### config.mk
export PLATFORM = sky130hd
export DESIGN_NAME = flash_cmd_decoder
export DESIGN_NICKNAME = d
export VERILOG_FILES = /design/src/rtl/fcd_pkg.sv /design/src/rtl/fcd_match.sv /design/src/rtl/fcd_seq.sv /design/src/rtl/fcd_mode.sv /design/src/rtl/flash_cmd_decoder.sv
export SDC_FILE = /design/constraint.sdc
export NUM_CORES = 1
export LEC_CHECK = 0
export ABC_AREA = 1
export BUFFER_PORTS_ARGS = -buffer_cell sky130_fd_sc_hd__buf_2
export CORE_MARGIN = 4
export CORE_UTILIZATION = 45
export DETAILED_ROUTE_END_ITERATION = 10
export HOLD_SLACK_MARGIN = 0.1
export PLACE_DENSITY = 0.71
export SLEW_MARGIN = 20
export SYNTH_ARGS = -nofsm -noshare
export SYNTH_HDL_FRONTEND = slang
export SYNTH_SLANG_ARGS = --single-unit
### constraint.sdc
create_clock -name clk -period 5.1 [get_ports clk]
set_input_delay 0.765 -clock clk [delete_from_list [all_inputs] [get_ports clk]]
set_output_delay 0.765 -clock clk [all_outputs]
set_load 0.02 [all_outputs]
### src/rtl/fcd_pkg.sv
package fcd_pkg;

  localparam int UNLK_W = 12;

  localparam logic [UNLK_W-1:0] A_FIRST  = 12'h555;
  localparam logic [UNLK_W-1:0] A_SECOND = 12'h2AA;
  localparam logic [UNLK_W-1:0] A_QUERY  = 12'h055;

  typedef enum logic [3:0] {
    SQ_IDLE, SQ_U1, SQ_U2, SQ_PRG, SQ_CFG, SQ_ERS, SQ_EU1, SQ_EU2,
    SQ_BP_PRG, SQ_BP_ERS, SQ_BP_RST
  } seq_e;

  typedef enum logic [1:0] {
    RM_ARRAY = 2'd0,
    RM_IDENT = 2'd1,
    RM_QUERY = 2'd2
  } rdmode_e;

  typedef struct packed {
    logic a_first, a_second, a_query;
    logic d_aa, d_55, d_90, d_a0, d_80, d_20, d_d0, d_10, d_30, d_f0, d_b0, d_98, d_00;
  } hit_t;

  typedef struct packed {
    logic rst, prog, chip, sect, susp, resm, ident, query, cfg, byp_on, byp_off;
  } req_t;

endpackage

### src/rtl/fcd_match.sv
module fcd_match
  import fcd_pkg::*;
(
  input  logic [UNLK_W-1:0] addr_lo,
  input  logic [7:0]        data_lo,
  output hit_t              hit
);

  always_comb begin
    hit          = '0;
    hit.a_first  = (addr_lo == A_FIRST);
    hit.a_second = (addr_lo == A_SECOND);
    hit.a_query  = (addr_lo == A_QUERY);
    hit.d_aa     = (data_lo == 8'hAA);
    hit.d_55     = (data_lo == 8'h55);
    hit.d_90     = (data_lo == 8'h90);
    hit.d_a0     = (data_lo == 8'hA0);
    hit.d_80     = (data_lo == 8'h80);
    hit.d_20     = (data_lo == 8'h20);
    hit.d_d0     = (data_lo == 8'hD0);
    hit.d_10     = (data_lo == 8'h10);
    hit.d_30     = (data_lo == 8'h30);
    hit.d_f0     = (data_lo == 8'hF0);
    hit.d_b0     = (data_lo == 8'hB0);
    hit.d_98     = (data_lo == 8'h98);
    hit.d_00     = (data_lo == 8'h00);
  end

endmodule

### src/rtl/fcd_seq.sv
module fcd_seq
  import fcd_pkg::*;
(
  input  logic clk,
  input  logic rst_n,
  input  logic wr_en,
  input  hit_t hit,
  input  logic busy_i,
  input  logic sect_i,
  input  logic susp_i,
  input  logic byp_i,
  input  logic done_i,
  output req_t req_o
);

  seq_e st_q, st_d;
  logic data_st;

  assign data_st = (st_q == SQ_PRG) || (st_q == SQ_CFG) || (st_q == SQ_BP_PRG);

  always_comb begin
    st_d  = st_q;
    req_o = '0;
    if (wr_en) begin
      st_d = SQ_IDLE;
      if (busy_i) begin
        if (hit.d_f0)                             req_o.rst  = 1'b1;
        else if (hit.d_b0 && sect_i && !done_i)   req_o.susp = 1'b1;
      end else if (!data_st && hit.d_f0) begin
        req_o.rst = 1'b1;
      end else begin
        unique case (st_q)
          SQ_IDLE: begin
            if (hit.d_30 && susp_i)            req_o.resm = 1'b1;
            else if (byp_i) begin
              if (hit.d_a0)                    st_d = SQ_BP_PRG;
              else if (hit.d_80)               st_d = SQ_BP_ERS;
              else if (hit.d_90)               st_d = SQ_BP_RST;
              else if (hit.d_98)               req_o.query = 1'b1;
            end
            else if (hit.d_98 && hit.a_query)  req_o.query = 1'b1;
            else if (hit.d_aa && hit.a_first)  st_d = SQ_U1;
          end
          SQ_U1:  if (hit.d_55 && hit.a_second) st_d = SQ_U2;
          SQ_U2: begin
            if (hit.a_first) begin
              if (hit.d_90)      req_o.ident  = 1'b1;
              else if (hit.d_a0) st_d         = SQ_PRG;
              else if (hit.d_80) st_d         = SQ_ERS;
              else if (hit.d_20) req_o.byp_on = 1'b1;
              else if (hit.d_d0) st_d         = SQ_CFG;
            end
          end
          SQ_ERS: if (hit.d_aa && hit.a_first)  st_d = SQ_EU1;
          SQ_EU1: if (hit.d_55 && hit.a_second) st_d = SQ_EU2;
          SQ_EU2: begin
            if (hit.d_10 && hit.a_first) req_o.chip = !susp_i;
            else if (hit.d_30)           req_o.sect = !susp_i;
          end
          SQ_PRG, SQ_BP_PRG: req_o.prog = 1'b1;
          SQ_CFG:    req_o.cfg     = !susp_i;
          SQ_BP_ERS: req_o.chip    = hit.d_10 && !susp_i;
          SQ_BP_RST: req_o.byp_off = hit.d_00;
          default: ;
        endcase
      end
    end
  end

  always_ff @(posedge clk or negedge rst_n) begin
    if (!rst_n) st_q <= SQ_IDLE;
    else        st_q <= st_d;
  end

  // the two-write states are reachable only in fast-command mode
  assert_bypass_states_R8: assert property (@(posedge clk) disable iff (!rst_n)
    (st_q == SQ_BP_PRG || st_q == SQ_BP_ERS || st_q == SQ_BP_RST) |-> byp_i);

  // a write taken while busy leaves no partial sequence
  assert_busy_drops_seq_R9: assert property (@(posedge clk) disable iff (!rst_n)
    (wr_en && busy_i) |=> (st_q == SQ_IDLE));

endmodule

### src/rtl/fcd_mode.sv
module fcd_mode
  import fcd_pkg::*;
#(
  parameter int ADDR_W = 20,
  parameter int DATA_W = 16,
  parameter int SECT_W = 8,
  parameter int BANK_W = 2
) (
  input  logic              clk,
  input  logic              rst_n,
  input  req_t              req,
  input  logic [ADDR_W-1:0] wr_addr,
  input  logic [DATA_W-1:0] wr_data,
  input  logic              op_done,
  output logic [8:0]        stb_o,
  output logic [ADDR_W-1:0] prog_addr,
  output logic [DATA_W-1:0] prog_data,
  output logic [SECT_W-1:0] sector_sel,
  output logic [BANK_W-1:0] bank_sel,
  output logic [DATA_W-1:0] cfg_data,
  output rdmode_e           rd_mode,
  output logic              byp_q,
  output logic              busy_q,
  output logic              sect_q,
  output logic              susp_q
);

  rdmode_e rm_d;
  logic    byp_d, busy_d, sect_d, susp_d;
  logic [8:0] stb_d;
  logic    en_prog, en_sect, en_bank, en_cfg;

  assign stb_d   = {req.rst, req.prog, req.chip, req.sect, req.susp,
                    req.resm, req.ident, req.query, req.cfg};
  assign en_prog = req.prog;
  assign en_sect = req.sect;
  assign en_bank = req.ident | req.susp | req.resm;
  assign en_cfg  = req.cfg;

  always_comb begin
    rm_d   = rd_mode;
    byp_d  = byp_q;
    busy_d = busy_q;
    sect_d = sect_q;
    susp_d = susp_q;
    if (req.rst)   rm_d = RM_ARRAY;
    if (req.ident) rm_d = RM_IDENT;
    if (req.query) rm_d = RM_QUERY;
    if (busy_q && op_done) begin
      busy_d = 1'b0;
      sect_d = 1'b0;
    end
    if (req.prog || req.chip || req.cfg) begin
      busy_d = 1'b1;
      sect_d = 1'b0;
    end
    if (req.sect || req.resm) begin
      busy_d = 1'b1;
      sect_d = 1'b1;
    end
    if (req.resm) susp_d = 1'b0;
    if (req.susp) begin
      busy_d = 1'b0;
      susp_d = 1'b1;
    end
    if (req.byp_on)  byp_d = 1'b1;
    if (req.byp_off) byp_d = 1'b0;
  end

  always_ff @(posedge clk or negedge rst_n) begin
    if (!rst_n) begin
      stb_o   <= '0;
      rd_mode <= RM_ARRAY;
      byp_q   <= 1'b0;
      busy_q  <= 1'b0;
      sect_q  <= 1'b0;
      susp_q  <= 1'b0;
    end else begin
      stb_o   <= stb_d;
      rd_mode <= rm_d;
      byp_q   <= byp_d;
      busy_q  <= busy_d;
      sect_q  <= sect_d;
      susp_q  <= susp_d;
    end
  end

  always_ff @(posedge clk or negedge rst_n) begin
    if (!rst_n) begin
      prog_addr  <= '0;
      prog_data  <= '0;
      sector_sel <= '0;
      bank_sel   <= '0;
      cfg_data   <= '0;
    end else begin
      if (en_prog) begin
        prog_addr <= wr_addr;
        prog_data <= wr_data;
      end
      if (en_sect) sector_sel <= wr_addr[ADDR_W-1 -: SECT_W];
      if (en_bank) bank_sel   <= wr_addr[ADDR_W-1 -: BANK_W];
      if (en_cfg)  cfg_data   <= wr_data;
    end
  end

  assert_one_strobe_R13: assert property (@(posedge clk) disable iff (!rst_n)
    $onehot0(stb_o));

  assert_suspend_needs_sector_R10: assert property (@(posedge clk) disable iff (!rst_n)
    stb_o[4] |-> $past(busy_q && sect_q));

  assert_cfg_not_suspended_R12: assert property (@(posedge clk) disable iff (!rst_n)
    stb_o[0] |-> (!$past(susp_q) && !$past(busy_q)));

  assert_busy_source_R9: assert property (@(posedge clk) disable iff (!rst_n)
    $rose(busy_q) |-> (stb_o[7] || stb_o[6] || stb_o[5] || stb_o[3] || stb_o[0]));

  assert_done_clears_R9: assert property (@(posedge clk) disable iff (!rst_n)
    (busy_q && op_done) |=> !busy_q);

endmodule

### src/rtl/flash_cmd_decoder.sv
module flash_cmd_decoder
  import fcd_pkg::*;
#(
  parameter int ADDR_W = 20,
  parameter int DATA_W = 16,
  parameter int SECT_W = 8,
  parameter int BANK_W = 2
) (
  input  logic              clk,
  input  logic              rst_n,
  input  logic              wr_en,
  input  logic [ADDR_W-1:0] wr_addr,
  input  logic [DATA_W-1:0] wr_data,
  input  logic              op_done,
  output logic              stb_read_reset,
  output logic              stb_program,
  output logic              stb_chip_erase,
  output logic              stb_sector_erase,
  output logic              stb_suspend,
  output logic              stb_resume,
  output logic              stb_ident,
  output logic              stb_query,
  output logic              stb_cfg_write,
  output logic [ADDR_W-1:0] prog_addr,
  output logic [DATA_W-1:0] prog_data,
  output logic [SECT_W-1:0] sector_sel,
  output logic [BANK_W-1:0] bank_sel,
  output logic [DATA_W-1:0] cfg_data,
  output logic [1:0]        read_mode,
  output logic              bypass_on,
  output logic              busy,
  output logic              erase_suspended
);

  logic    [1:0] rst_sync;
  logic          rst_s_n;
  hit_t          hit;
  req_t          req;
  logic    [8:0] stb;
  rdmode_e       rm;
  logic          sect_busy;

  always_ff @(posedge clk or negedge rst_n) begin
    if (!rst_n) rst_sync <= 2'b00;
    else        rst_sync <= {rst_sync[0], 1'b1};
  end
  assign rst_s_n = rst_sync[1];

  fcd_match u_match (
    .addr_lo (wr_addr[UNLK_W-1:0]),
    .data_lo (wr_data[7:0]),
    .hit     (hit)
  );

  fcd_seq u_seq (
    .clk    (clk),
    .rst_n  (rst_s_n),
    .wr_en  (wr_en),
    .hit    (hit),
    .busy_i (busy),
    .sect_i (sect_busy),
    .susp_i (erase_suspended),
    .byp_i  (bypass_on),
    .done_i (op_done),
    .req_o  (req)
  );

  fcd_mode #(
    .ADDR_W (ADDR_W),
    .DATA_W (DATA_W),
    .SECT_W (SECT_W),
    .BANK_W (BANK_W)
  ) u_mode (
    .clk        (clk),
    .rst_n      (rst_s_n),
    .req        (req),
    .wr_addr    (wr_addr),
    .wr_data    (wr_data),
    .op_done    (op_done),
    .stb_o      (stb),
    .prog_addr  (prog_addr),
    .prog_data  (prog_data),
    .sector_sel (sector_sel),
    .bank_sel   (bank_sel),
    .cfg_data   (cfg_data),
    .rd_mode    (rm),
    .byp_q      (bypass_on),
    .busy_q     (busy),
    .sect_q     (sect_busy),
    .susp_q     (erase_suspended)
  );

  assign {stb_read_reset, stb_program, stb_chip_erase, stb_sector_erase, stb_suspend,
          stb_resume, stb_ident, stb_query, stb_cfg_write} = stb;
  assign read_mode = rm;

endmodule

==> results of run 1 <==
[logic make-up (layout without fill, tap and decap cells)]
| group | count (synthesis) | after routing | synth area share, % |
|---|---|---|---|
| AOI/OAI and AO/OA | 62 | 62 | 9.81 |
| buffers and inverters | 79 | 200 | 8.76 |
| DFF | 83 | 83 | 52.8 |
| other | 1 | 1 | 0.0954 |
| and+or+nand+nor | 252 | 252 | 28.5 |
[registers in the layout, summed over array words and instances (netlist names)]
signal,count
u_mode.busy_q,1
u_seq.st_q,4
u_mode.stb_o,9
rst_sync,2
u_mode.bank_sel,2
u_mode.rd_mode,2
u_mode.byp_q,1
u_mode.susp_q,1
u_mode.cfg_data,16
u_mode.sector_sel,8
u_mode.prog_data,16
u_mode.sect_q,1
u_mode.prog_addr,20
[worst max-delay path by stage]
stage / from / slack [ps] / cells past startpoint / endpoint
2_1_floorplan: rst_sync[1]$_DFF_PN0_ / 2620 / 0 / u_mode.bank_sel[0]$_DFFE_PN0P_
3_3_place_gp: wr_en / 2720 / 8 / u_mode.prog_addr[19]$_DFFE_PN0P_
3_5_place_dp: wr_en / 2660 / 8 / u_mode.prog_data[15]$_DFFE_PN0P_
4_1_cts: u_seq.st_q[0]$_DFFE_PN0P_ / 3000 / 7 / u_mode.prog_data[3]$_DFFE_PN0P_
5_1_grt: u_seq.st_q[1]$_DFFE_PN0P_ / 2580 / 8 / u_mode.prog_addr[17]$_DFFE_PN0P_
6_report: u_seq.st_q[1]$_DFFE_PN0P_ / 2810 / 8 / u_mode.prog_addr[5]$_DFFE_PN0P_
[power by group]
part	internal, mW	total [mW]	switching, mW
Clock	0.246	0.495	0.250
Sequential	0.729	0.773	0.0438
Combinational	0.103	0.302	0.199
[synthesized netlist by cell type]
| cell | instances |
|---|---|
| buf_6 | 6 |
| o211ai_1 | 1 |
| nand3_2 | 4 |
| nor3_1 | 6 |
| clkbuf_1 | 3 |
| a22oi_1 | 1 |
| nor2_1 | 51 |
| nand4_1 | 9 |
| conb_1 | 1 |
| nand2_2 | 6 |
| inv_2 | 8 |
| buf_2 | 2 |
| nand3_1 | 19 |
| o21ai_0 | 20 |
| nor2_2 | 8 |
| nand2_1 | 143 |
| o21ai_1 | 21 |
| nor2_4 | 4 |
| nand3_4 | 1 |
| o21bai_1 | 1 |
| dfrtp_1 | 83 |
| o21ai_2 | 18 |
| nor2_8 | 1 |
| inv_1 | 60 |
[final cells by class]
class	instances	area, sq um
Tap cell	105	131
Inverter	68	256
Sequential cell	83	2080
Timing Repair Buffer	116	603
Fill cell	823	3550
Multi-Input combinational cell	315	1510
Clock buffer	10	138
Clock inverter	6	71.3
[per-stage QoR]
step	cell area [sq um]	hold slack [ps]	std cells	utilization, %	setup slack, ps
after floorplan	3930	331	477	-	2620
after global placement	4550	339	686	54.6	2720
after detailed placement	4550	339	686	54.6	2660
after CTS	4760	161	702	57.1	3000
after global routing	4790	147	703	57.4	2580
final	4790	179	703	57.4	2810
[layer usage]
metal | GRT usage [%] | vias up | part of all wire [%]
met2 | 31.1 | 129 | 44
met4 | 7.67 | 0 | 2.0
met5 | 0 | - | 0
li1 | - | 1717 | -
met3 | 4.55 | 15 | 8.5
met1 | 28.1 | 1567 | 45
==> summary.md, run 1 <==
The run finished with clean final reports. The number of placement rows was 33. Launch instance of the worst register-to-register path: u_seq.st_q[1]$_DFFE_PN0P_. For the data required time of the worst path, the log shows 5320 ps. Among all stages on the critical path, the largest delay is contributed by clkinv_2. In this run, synthesis produced a sequential element count of 83. The most common cell type on the critical path is nand2_1.

For this design the top-level I/O count stands at 116. Clock-pin slew was measured on the worst setup and hold paths at 90 ps. The first global-routing pass estimated 16400 microns of wire. The number of clock buffers added by TritonCTS is 9.

The detail-routed net length per standard cell was 13.9 microns. The vertical extent of the die is 101 microns. The tools report the post-cts sizing count as 0. The overall via count from detail_route came out at 3428. The family with the most delay on the worst path is simple AND/OR/NAND/NOR gates.

For the post-synth design cell area, the log shows 0.00393 sq mm. The region available for standard cell placement spans 0.00834 sq mm. Top cell type by total area after synthesis: dfrtp_1. Depth of the worst register-to-register path: 8.

TritonCTS built the clock tree. The logs give 176 uV for the worst IR drop on VDD and 2.76 nW for the static leakage. Sorting the synthesized cells by area gives the leading types as dfrtp_1 (53%), nand2_1 (14%), inv_1 (5.7%). In the finished design, the share of the clock period the worst path needs comes to 44.9%.

The number of buffers inserted by port buffering works out to 115. The remaining number of nets flagged by the antenna check after routing was 0; the post-cts hold buffer count was 0. The total count of hold-check failures in the final report is 0.

The sort of element at the start of the critical path is a flop. After synthesis, the mean cell area works out to 8.24 sq um. In this run the tightest slew margin relative to its limit is 40.5%. The final estimated routing congestion in global placement is 0.927.

The most common library cell in the layout ignoring fill and taps was nand2_1. The tools report the clock latency of the later-clocked register in the worst-skew pair as 350 ps. STA puts the critical path data arrival time at 2510 ps.

The tree built by TritonCTS fans out to 83 sinks. Across all register-to-register paths, the minimum setup slack is 2810 ps. The tools report the final net count as 633. The maximum fanout count along the critical path works out to 66. The kind of end point of the critical path was a flop.

The max-capacitance violation count was 0. Die footprint: 0.0103 sq mm. The residual DRC count came out at 0.

The first detailed-routing pass ran for 4 iterations. The setup path with the least slack is of type reg -> reg. For the via count of the first global-routing pass, the log shows 3353.

Summed over its instances, the top area cell type makes up 52.8% of the synthesized netlist area. Maximum number of pins on one net before global-route repair: 82. The initial antenna violation count is 0, and the routed wire length is 9780 microns. After the first detailed-routing iteration, the DRC count stood at 157. The run gives 517 as the post-synth net total. The H-tree was split into 3 levels. The logs give 0 for the final-report max-slew violation count and 0 ps for the final setup TNS. The die is 101 microns wide.

In this run the critical register-to-register path is captured at u_mode.prog_addr[5]$_DFFE_PN0P_. After detailed routing, the number of vias per cell comes to 4.88. Counting every instance in the synthesized netlist gives 477.

Walking the worst path, the cells encountered are inv_1, nand2_1, nor2_1, nor2_4, nor2_8, clkinv_2, nand2_1, o21ai_2. The tree is rooted in a clkbuf_8. Setup violations remaining at the end of the flow were counted as 0. The count of cell types in the netlist is 24, and the number of buffer and inverter instances along the worst setup path is 2. On the final layout, the worst clock skew is 9.07 ps.

The tools report the sequential-to-total area share from yosys stat as 52.8%. During synthesis, Yosys emitted a total of 0 warnings. The transition time of the tightest slew-check pin is 893 ps, and the maximum achievable frequency is 0.437 GHz.

Setup repair after global routing left no endpoint under its margin. The remaining global-route overflow is 0. The post-route netlist has 30.6% of its cells at a drive strength greater than 1. Dividing total power by cell area gives a power density of 328 mW/mm^2. The worst stage delay on the critical path came out at 700 ps. The class of the worst hold path was in -> async.

The final critical path time including I/O delays and setup came out at 2290 ps. No sink is reached through more buffers than the 2 on the longest clock path. In the global route stage, overall resource usage came out at 20.3%. The layout overhead on the synthesized area was 21.9%; the antenna diode instance count was 0. After legalization and detailed placement, the total HPWL measured 7440 microns.

The number of setup buffers added after CTS is 0. The initial core utilization was 47.1%; the total power consumption of the routed design was 1.57 mW. In the layout the commonest cells are nand2_1 (143), buf_2 (115), dfrtp_1 (82).
Power figures use the tool's default switching activity.
==> run 2: changes to the inputs <==
ABC_AREA = 0   (was 1)
PLACE_DENSITY = 0.75   (was 0.71)
clock period = 1.87 ns   (was 5.1 ns; I/O delays follow)
==> summary.md, run 2 <==
The library cells used most frequently in the layout, excluding fill and tap cells, are buf_2 (115), dfrtp_1 (78), mux2_2 (52). Clock-pin slew was measured on the worst setup and hold paths at 90 ps. With fillers left out, the area of the finished cells amounts to 0.00499 sq mm.

For the depth of the CTS H-tree, the log shows 3. After detailed routing, the number of vias per cell comes to 5.23. dfrtp_1 takes more of the synthesized area than any other cell. The ratio of cells with drive above 1 in the final layout was 56.3%. Synthesis inferred 83 register bits.

The tools report the initial antenna violation count as 0. Compared with the post-synthesis result, the final layout area differs by 38.5%. The floorplan has 32 rows. The flow ran to the end, but the final reports show violations. Of the total synthesized cell area, the portion taken by AND, OR, NAND and NOR gates is 18.3%. The tightest min-delay check is of the reg -> async type.

In the synthesized netlist, mux cells make up 17.1% of the area. Among cell families on the critical path, the largest total delay comes from simple AND/OR/NAND/NOR gates. Across the run, the number of max-cap violations was 0. The most common library cell in the layout ignoring fill and taps is buf_2.

After detailed routing, the average wire length per cell comes to 16.9 microns. Sequential cells were found to cover 57.6% of the synthesized design area. In this run the register-to-register setup slack is -20 ps. The vertical extent of the die is 97.5 microns.

The cell at the root of the clock tree is clkbuf_8. For the initial core utilization, the log shows 46.4%. The cell count after synthesis came out at 290. Counting instances in the post-synthesis netlist gives the leading cell types as dfrtp_1 (83), mux2_2 (52), nand2_1 (33). After Yosys synthesis, full adders, half adders and majority gates account for 0% of the synthesized area.

After synthesis, the cell types taking the most area are dfrtp_1 (58%), mux2_2 (16%), nand2_1 (3.4%). The compound-cell area share of the yosys netlist came out at 4.44%. The routed layout has 2964 vias. The number of flip-flops under the largest register name works out to 20. Detailed placement ended at an HPWL of 7340 microns. The routed wire length came out at 9590 microns. The final critical path takes up 101% of the cycle. Via count of the first global-routing pass: 3117. Critical path class: reg -> reg. For the core outline area, the log shows 0.00777 sq mm.

The final-report max-slew violation count came out at 0. STA classifies the critical path endpoint as a flop. The worst IR drop on VDD was 701 uV. For the worst setup path, the data arrival time is 2120 ps.

The setup slack after placement is -120 ps. The tools report the residual DRC count as 0. dfrtp_1 is the most common cell in the netlist. The data required time of the worst path was 2100 ps; the average size of a mapped cell was 12.4 sq um. After synthesis, the largest area contributor takes up 57.6% of total cell area. The tools report the total count of hold-check failures in the final report as 0. After the first detailed-routing iteration, the DRC count stood at 136. The most used flip-flop cell after synthesis is dfrtp_1. Setup repair after global routing could not meet its margin everywhere. The die is 97.5 microns wide. Clock latency of the later-clocked register in the worst-skew pair: 340 ps.

The Yosys step of the flow raised 0 warnings. The slowest cell on the critical path was dfrtp_2. The number of nets handed over by synthesis was 330. For the least setup slack across all paths after layout, the log shows -21.0 ps.

The deepest clock path buffer count was 2; the post-synth design cell area was 0.00360 sq mm. STA classifies the critical path startpoint as a flop. The final setup TNS is -40.5 ps, and the final critical path time including I/O delays and setup is 1890 ps. In this run, synthesis inferred 0 flip-flops with an integrated enable.

Of the total synthesized cell area, the portion taken by XOR and XNOR cells is 0.243%. The final worst hold slack is 113 ps. The instance area at placement is 0.00469 sq mm, and the worst stage delay on the critical path is 450 ps. Total CTS buffers: 9. The largest registers in the layout are u_mode.prog_addr (20), u_mode.cfg_data (16), u_mode.prog_data (16).

The design draws 3.87 mW. The critical path goes through nor4b_4, nand4_1, nor4_2, or3_4, mux2_4. The run gives 15800 microns as the global-route wire length before repair. CTS saw 83 sinks. The critical path contains buffers and inverters numbering 0 combined.

The total overflow left after global routing is 0. The die footprint was 0.00950 sq mm; the proportion of synthesized flip-flops having asynchronous set or reset was 100%. For this design the ratio of total power to cell area is 776 mW/mm^2.

Setup violations remaining at the end of the flow were counted as 2. The number of search-and-repair iterations in the first detailed-routing pass is 4. The final estimated routing congestion in global placement came out at 0.920. TritonCTS built the clock tree. The repair_antennas step left the layout with diodes totalling 0.

The dominant combinational cell family by area after synthesis was simple AND/OR/NAND/NOR gates. For this run, the post-layout net count is 500. The checks that failed: negative setup slack. Maximum fanout count along the critical path: 5. Entering global routing, the biggest net connects 47 pins. The detail route stage leaves a number of antenna-violating nets equal to 0. Global routing consumed, over all layers together, 20.7% of the routing resources.

The run gives 0.529 GHz as the maximum achievable frequency. For this design the static power due to leakage is 2.60 nW. The count of cell types in the netlist was 47. During placement, the flow inserted port buffers numbering 115.

116 I/O pins were placed. The clock skew after layout came out at 9.98 ps. Ranked by flip-flop count, first place goes to u_mode.prog_addr.
==> run 2: cell count changes in the layout (fill, tap and decap cells not counted), sizes merged, moves of 3 or more <==
cell / change
nor4: +6
buf: +52
mux2: +54
o21ai: -54
inv: -61
nor2: -56
o32ai: +3
or3: +5
nand2: -115
nand2b: +5
nor4b: +3
nor2b: +7
and4bb: +3
nand3: -12
==> run 2: area by class of cell <==
type                       count  area, sq um
clock buffer                  11          141
clock inverter                 5         85.1
fill                         622         2780
inverter                       9         37.5
multi-input combinational    188         1490
sequential                    83         2090
tap                          102          128
timing repair buffer         169         1020
==> run 2: per-layer routing <==
layer,GRT usage [%],routed length [microns],part of all wire (%)
met5,0,0,0
met4,5.75,106,1.1
met2,34.7,4820,50
met3,3.30,424,4.4
met1,27.9,4240,44
==> run 2: per-stage QoR <==
stage / instances / util [%]
3_5_place_dp: 547 / 60.4
5_1_grt: 567 / 64.2
3_3_place_gp: 547 / 60.4
2_1_floorplan: 290 / -
6_report: 567 / 64.2
4_1_cts: 566 / 63.8
==> run 2: worst paths after layout <==
path                                      startpoint                         endpoint  cells after the start
setup reg to reg           u_seq.st_q[0]$_DFFE_PN0P_   u_mode.bank_sel[0]$_DFFE_PN0P_                      5
setup / recovery           u_seq.st_q[0]$_DFFE_PN0P_   u_mode.bank_sel[0]$_DFFE_PN0P_                      5
max in group asynchronous      rst_sync[1]$_DFF_PN0_        u_seq.st_q[1]$_DFFE_PN0P_                      1
hold / removal                 rst_sync[1]$_DFF_PN0_  u_mode.prog_addr[4]$_DFFE_PN0P_                      0
hold reg to reg                rst_sync[1]$_DFF_PN0_  u_mode.prog_addr[4]$_DFFE_PN0P_                      0
min in group clk                         wr_data[10]  u_mode.cfg_data[10]$_DFFE_PN0P_                      3
==> run 2: timing repair <==
action | 4_1_cts | 5_1_grt
setup buffers | 2 | 1
endpoints found under the setup margin | 13 | 54
hold endpoints to repair | 2 | 0
gates resized for setup | 4 | 7
hold buffers | 1 | 0
pin swaps | 3 | 3
==> run 2: logic make-up (layout without fill, tap and decap cells) <==
| logic type | count (synthesis) | count (layout) |
|---|---|---|
| muxes | 54 | 54 |
| buffers and inverters | 19 | 194 |
| DFF | 83 | 83 |
| and+or+nand+nor | 111 | 111 |
| AOI/OAI and AO/OA | 21 | 21 |
| other | 1 | 1 |
| xor gates and xnor gates | 1 | 1 |
==> run 2: power by group <==
group          total (mW)  internal, mW  switching [mW]
clock network        1.46         0.797           0.664
logic               0.483         0.199           0.284
registers            1.92          1.88          0.0432
==> run 3: changes to the inputs <==
CELL_PAD_IN_SITES_DETAIL_PLACEMENT = 0   (was unset)
CELL_PAD_IN_SITES_GLOBAL_PLACEMENT = 1   (was unset)
CORE_UTILIZATION = 35   (was 45)
GPL_TIMING_DRIVEN = 0   (was unset)
PLACE_DENSITY = unset   (was 0.75)
PLACE_DENSITY_LB_ADDON = 0.1   (was unset)
==> summary.md, run 3 (synthesis results as in run 2) <==
After detailed routing, the average wire length per cell comes to 16.8 microns. Per report_power, the combinational group accounts for 11.8% of the total. Clock latency on the worst-skew pair, taken at its later pin, is 340 ps. The total power consumption of the routed design was 3.65 mW; the antenna diode instance count was 0. Net switching is 26.1% of the power.

For this run the aggregate overflow at the end of global routing stands at 0. The number of top-level pins came out at 116. The register with the most flip-flops in the final layout is u_mode.prog_addr. For the instance area at placement, the log shows 0.00437 sq mm.

For the total CTS buffers, the log shows 9. The final net count came out at 479. The final estimated routing congestion in global placement was 0.926; the routed wire length was 9660 microns.

In the routed layout, each cell is associated on average with a via count of 4.88. The tools report the data required time of the worst path as 2100 ps. The routed layout has 2812 vias. STA classifies the critical path endpoint as a flop.

Cells with a size suffix above 1 make up 54.0% of the layout. The critical path class is reg -> reg. Global routing consumed, on the met2 layer, 25.6% of the routing resources. No sink is reached through more buffers than the 2 on the longest clock path. Most crowded layer after global routing: met2. For the worst IR drop on VDD, the log shows 345 uV.

The layout has 979 filler cells. Final cell utilization of the core: 49.0%. The worst slew margin relative to its limit was 64.0%; the via count of the first global-routing pass was 2906. For this run, the slowest stage of the critical path takes 450 ps.

In this run, the number of DRC markers left after iteration 0 of detailed routing was 73. The final reports fail on negative setup slack. For the core outline area, the log shows 0.00991 sq mm. The tools report the sequential share of power as 53.1%. The setup slack after placement was -464 ps; the residual DRC count was 0.

The tools report the depth of the CTS H-tree as 3. The die is 109 microns tall. Once detail routing completed, the nets flagged for antenna violations numbered 0.

The initial core utilization came out at 36.4%. Of the available clock period, the critical path in the final layout requires 108%. The cell depth of the worst min-delay path came out at 3. Number of search-and-repair iterations in the first detailed-routing pass: 4. The sort of element at the start of the critical path was a flop. The run gives 2.70 mW as the cell internal power dissipation. The final-report max-slew violation count was 0.

Timing would allow up to 0.495 GHz. The global-route wire length before repair is 15300 microns. The largest registers in the layout are u_mode.prog_addr (20), u_mode.cfg_data (16), u_mode.prog_data (16). For the worst setup path, the data arrival time is 2250 ps. The tools report the register cell area after layout as 0.00208 sq mm.

Buffers placed on the I/O ports in this run total 112. The layout overhead on the synthesized area works out to 34.8%. The maximum number of pins on one net before global-route repair is 43. Power spread over the standard cell area amounts to 752 mW/mm^2.

After clock tree synthesis, the clock-pin slew on the worst setup and hold paths is 90 ps. TritonCTS built the clock tree. For this run, the total global-route usage over all layers was measured as 16.8%.

Along the worst path, the maximum fanout reaches 5. For this run, global-route usage on met1 was measured as 22.4%. The tightest min-delay check is of the in -> reg type.

The flow ran to the end, but the final reports show violations. The logs give 576 for the non-filler instance count after layout and 8.69 ps for the clock skew after layout. The least setup slack across all paths after layout is -152 ps. The cell sitting at the root of the clock tree is a clkbuf_8. Most common library cell in the layout ignoring fill and taps: buf_2. The register with the most flip-flops in the layout has 20 of them.

The tools report the final HPWL from detailed placement as 7100 microns. The depth of the worst register-to-register path is 5. The met3 track demand over resource came out at 6.52%.

The transition time of the tightest slew-check pin came out at 532 ps. The cell area after layout was 0.00486 sq mm. The critical path starts at u_seq.st_q[2]$_DFFE_PN0P_.

The floorplan step set the die width to 109 microns. Subtracting the final worst setup slack from the clock period gives 2020 ps. Leaving out fill and tap cells, the most frequent cells in the layout are buf_2 (115), dfrtp_1 (80), mux2_2 (52). The final worst hold slack is 132 ps, and the final setup TNS is -328 ps. The initial antenna violation count came out at 0. The launch instance of the worst register-to-register path is u_seq.st_q[2]$_DFFE_PN0P_.

The critical path goes through nor4b_4, nand4_1, nor4_2, or3_4, mux2_4. The number of placed instances, taps included, is 536. The tools report the origin of the worst min-delay path as wr_data[14]. The logs give 83 for the clock net sink count and 2.49 nW for the static leakage. The setup-violating endpoint count in the final report is 9, and the number of placement rows is 36. Summed over all nets, the switching power comes to 0.952 mW. Setup repair after global routing could not meet its margin everywhere. In this run, the clock network consumes 35.1% of the power. The logs give 0.0120 sq mm for the die footprint and 0 for the total count of hold-check failures in the final report. For the max-capacitance violation count, the log shows 0.

The multi-input combinational cells in the finished layout cover a total of 0.00152 sq mm. The slowest cell on the critical path was dfrtp_2.
==> run 3: cell count changes in the layout (fill, tap and decap cells not counted), moves of 2 or more <==
| cell | previous run | this run |
|---|---|---|
| dfrtp_1 | 78 | 80 |
| clkinv_2 | 0 | 2 |
| dfrtp_2 | 4 | 2 |
| nand2b_1 | 3 | 5 |
| buf_6 | 0 | 4 |
| buf_4 | 50 | 24 |
| clkbuf_1 | 1 | 3 |
==> run 3: final timing paths <==
check	slack (ps)	to
max reg2reg	-150	u_mode.bank_sel[1]$_DFFE_PN0P_
min reg2reg	310	u_mode.prog_data[5]$_DFFE_PN0P_
min in group asynchronous	250	rst_sync[1]$_DFF_PN0_
max in group asynchronous	930	u_seq.st_q[3]$_DFFE_PN0P_
min	130	u_mode.cfg_data[14]$_DFFE_PN0P_
max	-150	u_mode.bank_sel[1]$_DFFE_PN0P_
==> run 3: area by class of cell <==
class / instances / share of cell area [%]
Buffer: 10 / 1.55
Clock buffer: 11 / 2.91
Clock inverter: 4 / 1.06
Inverter: 9 / 0.721
Multi-Input combinational cell: 188 / 31.3
Sequential cell: 83 / 42.9
Tap cell: 133 / 3.43
Timing Repair Buffer: 138 / 16.1
==> run 3: power groups by stage <==
stage	clock (mW)	sequential [mW]	combinational (mW)
final	1.28	1.94	0.431
after global routing	1.42	1.95	0.471
after CTS	1.33	1.94	0.436
after detailed placement	0	1.98	0.432
after global placement	0	1.99	0.405
after floorplan	0	2.09	0.115
==> run 3: layer usage <==
metal,wire [microns],vias to the layer above
met2,4460,91
met5,0,-
met3,796,9
li1,-,1336
met1,4290,1376
met4,112,0
==> run 3: repair_timing <==
item | CTS | global route
pin swaps | 6 | 7
hold buffers | 1 | 0
setup endpoints to repair | 61 | 46
gates resized for setup | 13 | 15
setup buffers | 7 | 17
endpoints found under the hold margin | 2 | 0
==> run 3: worst max-delay path: cells and delay by family, from the launching register on <==
family / cells / cell delay (ps)
DFF: 1 / 450
muxes: 1 / 300
and+or+nand+nor: 4 / 1160
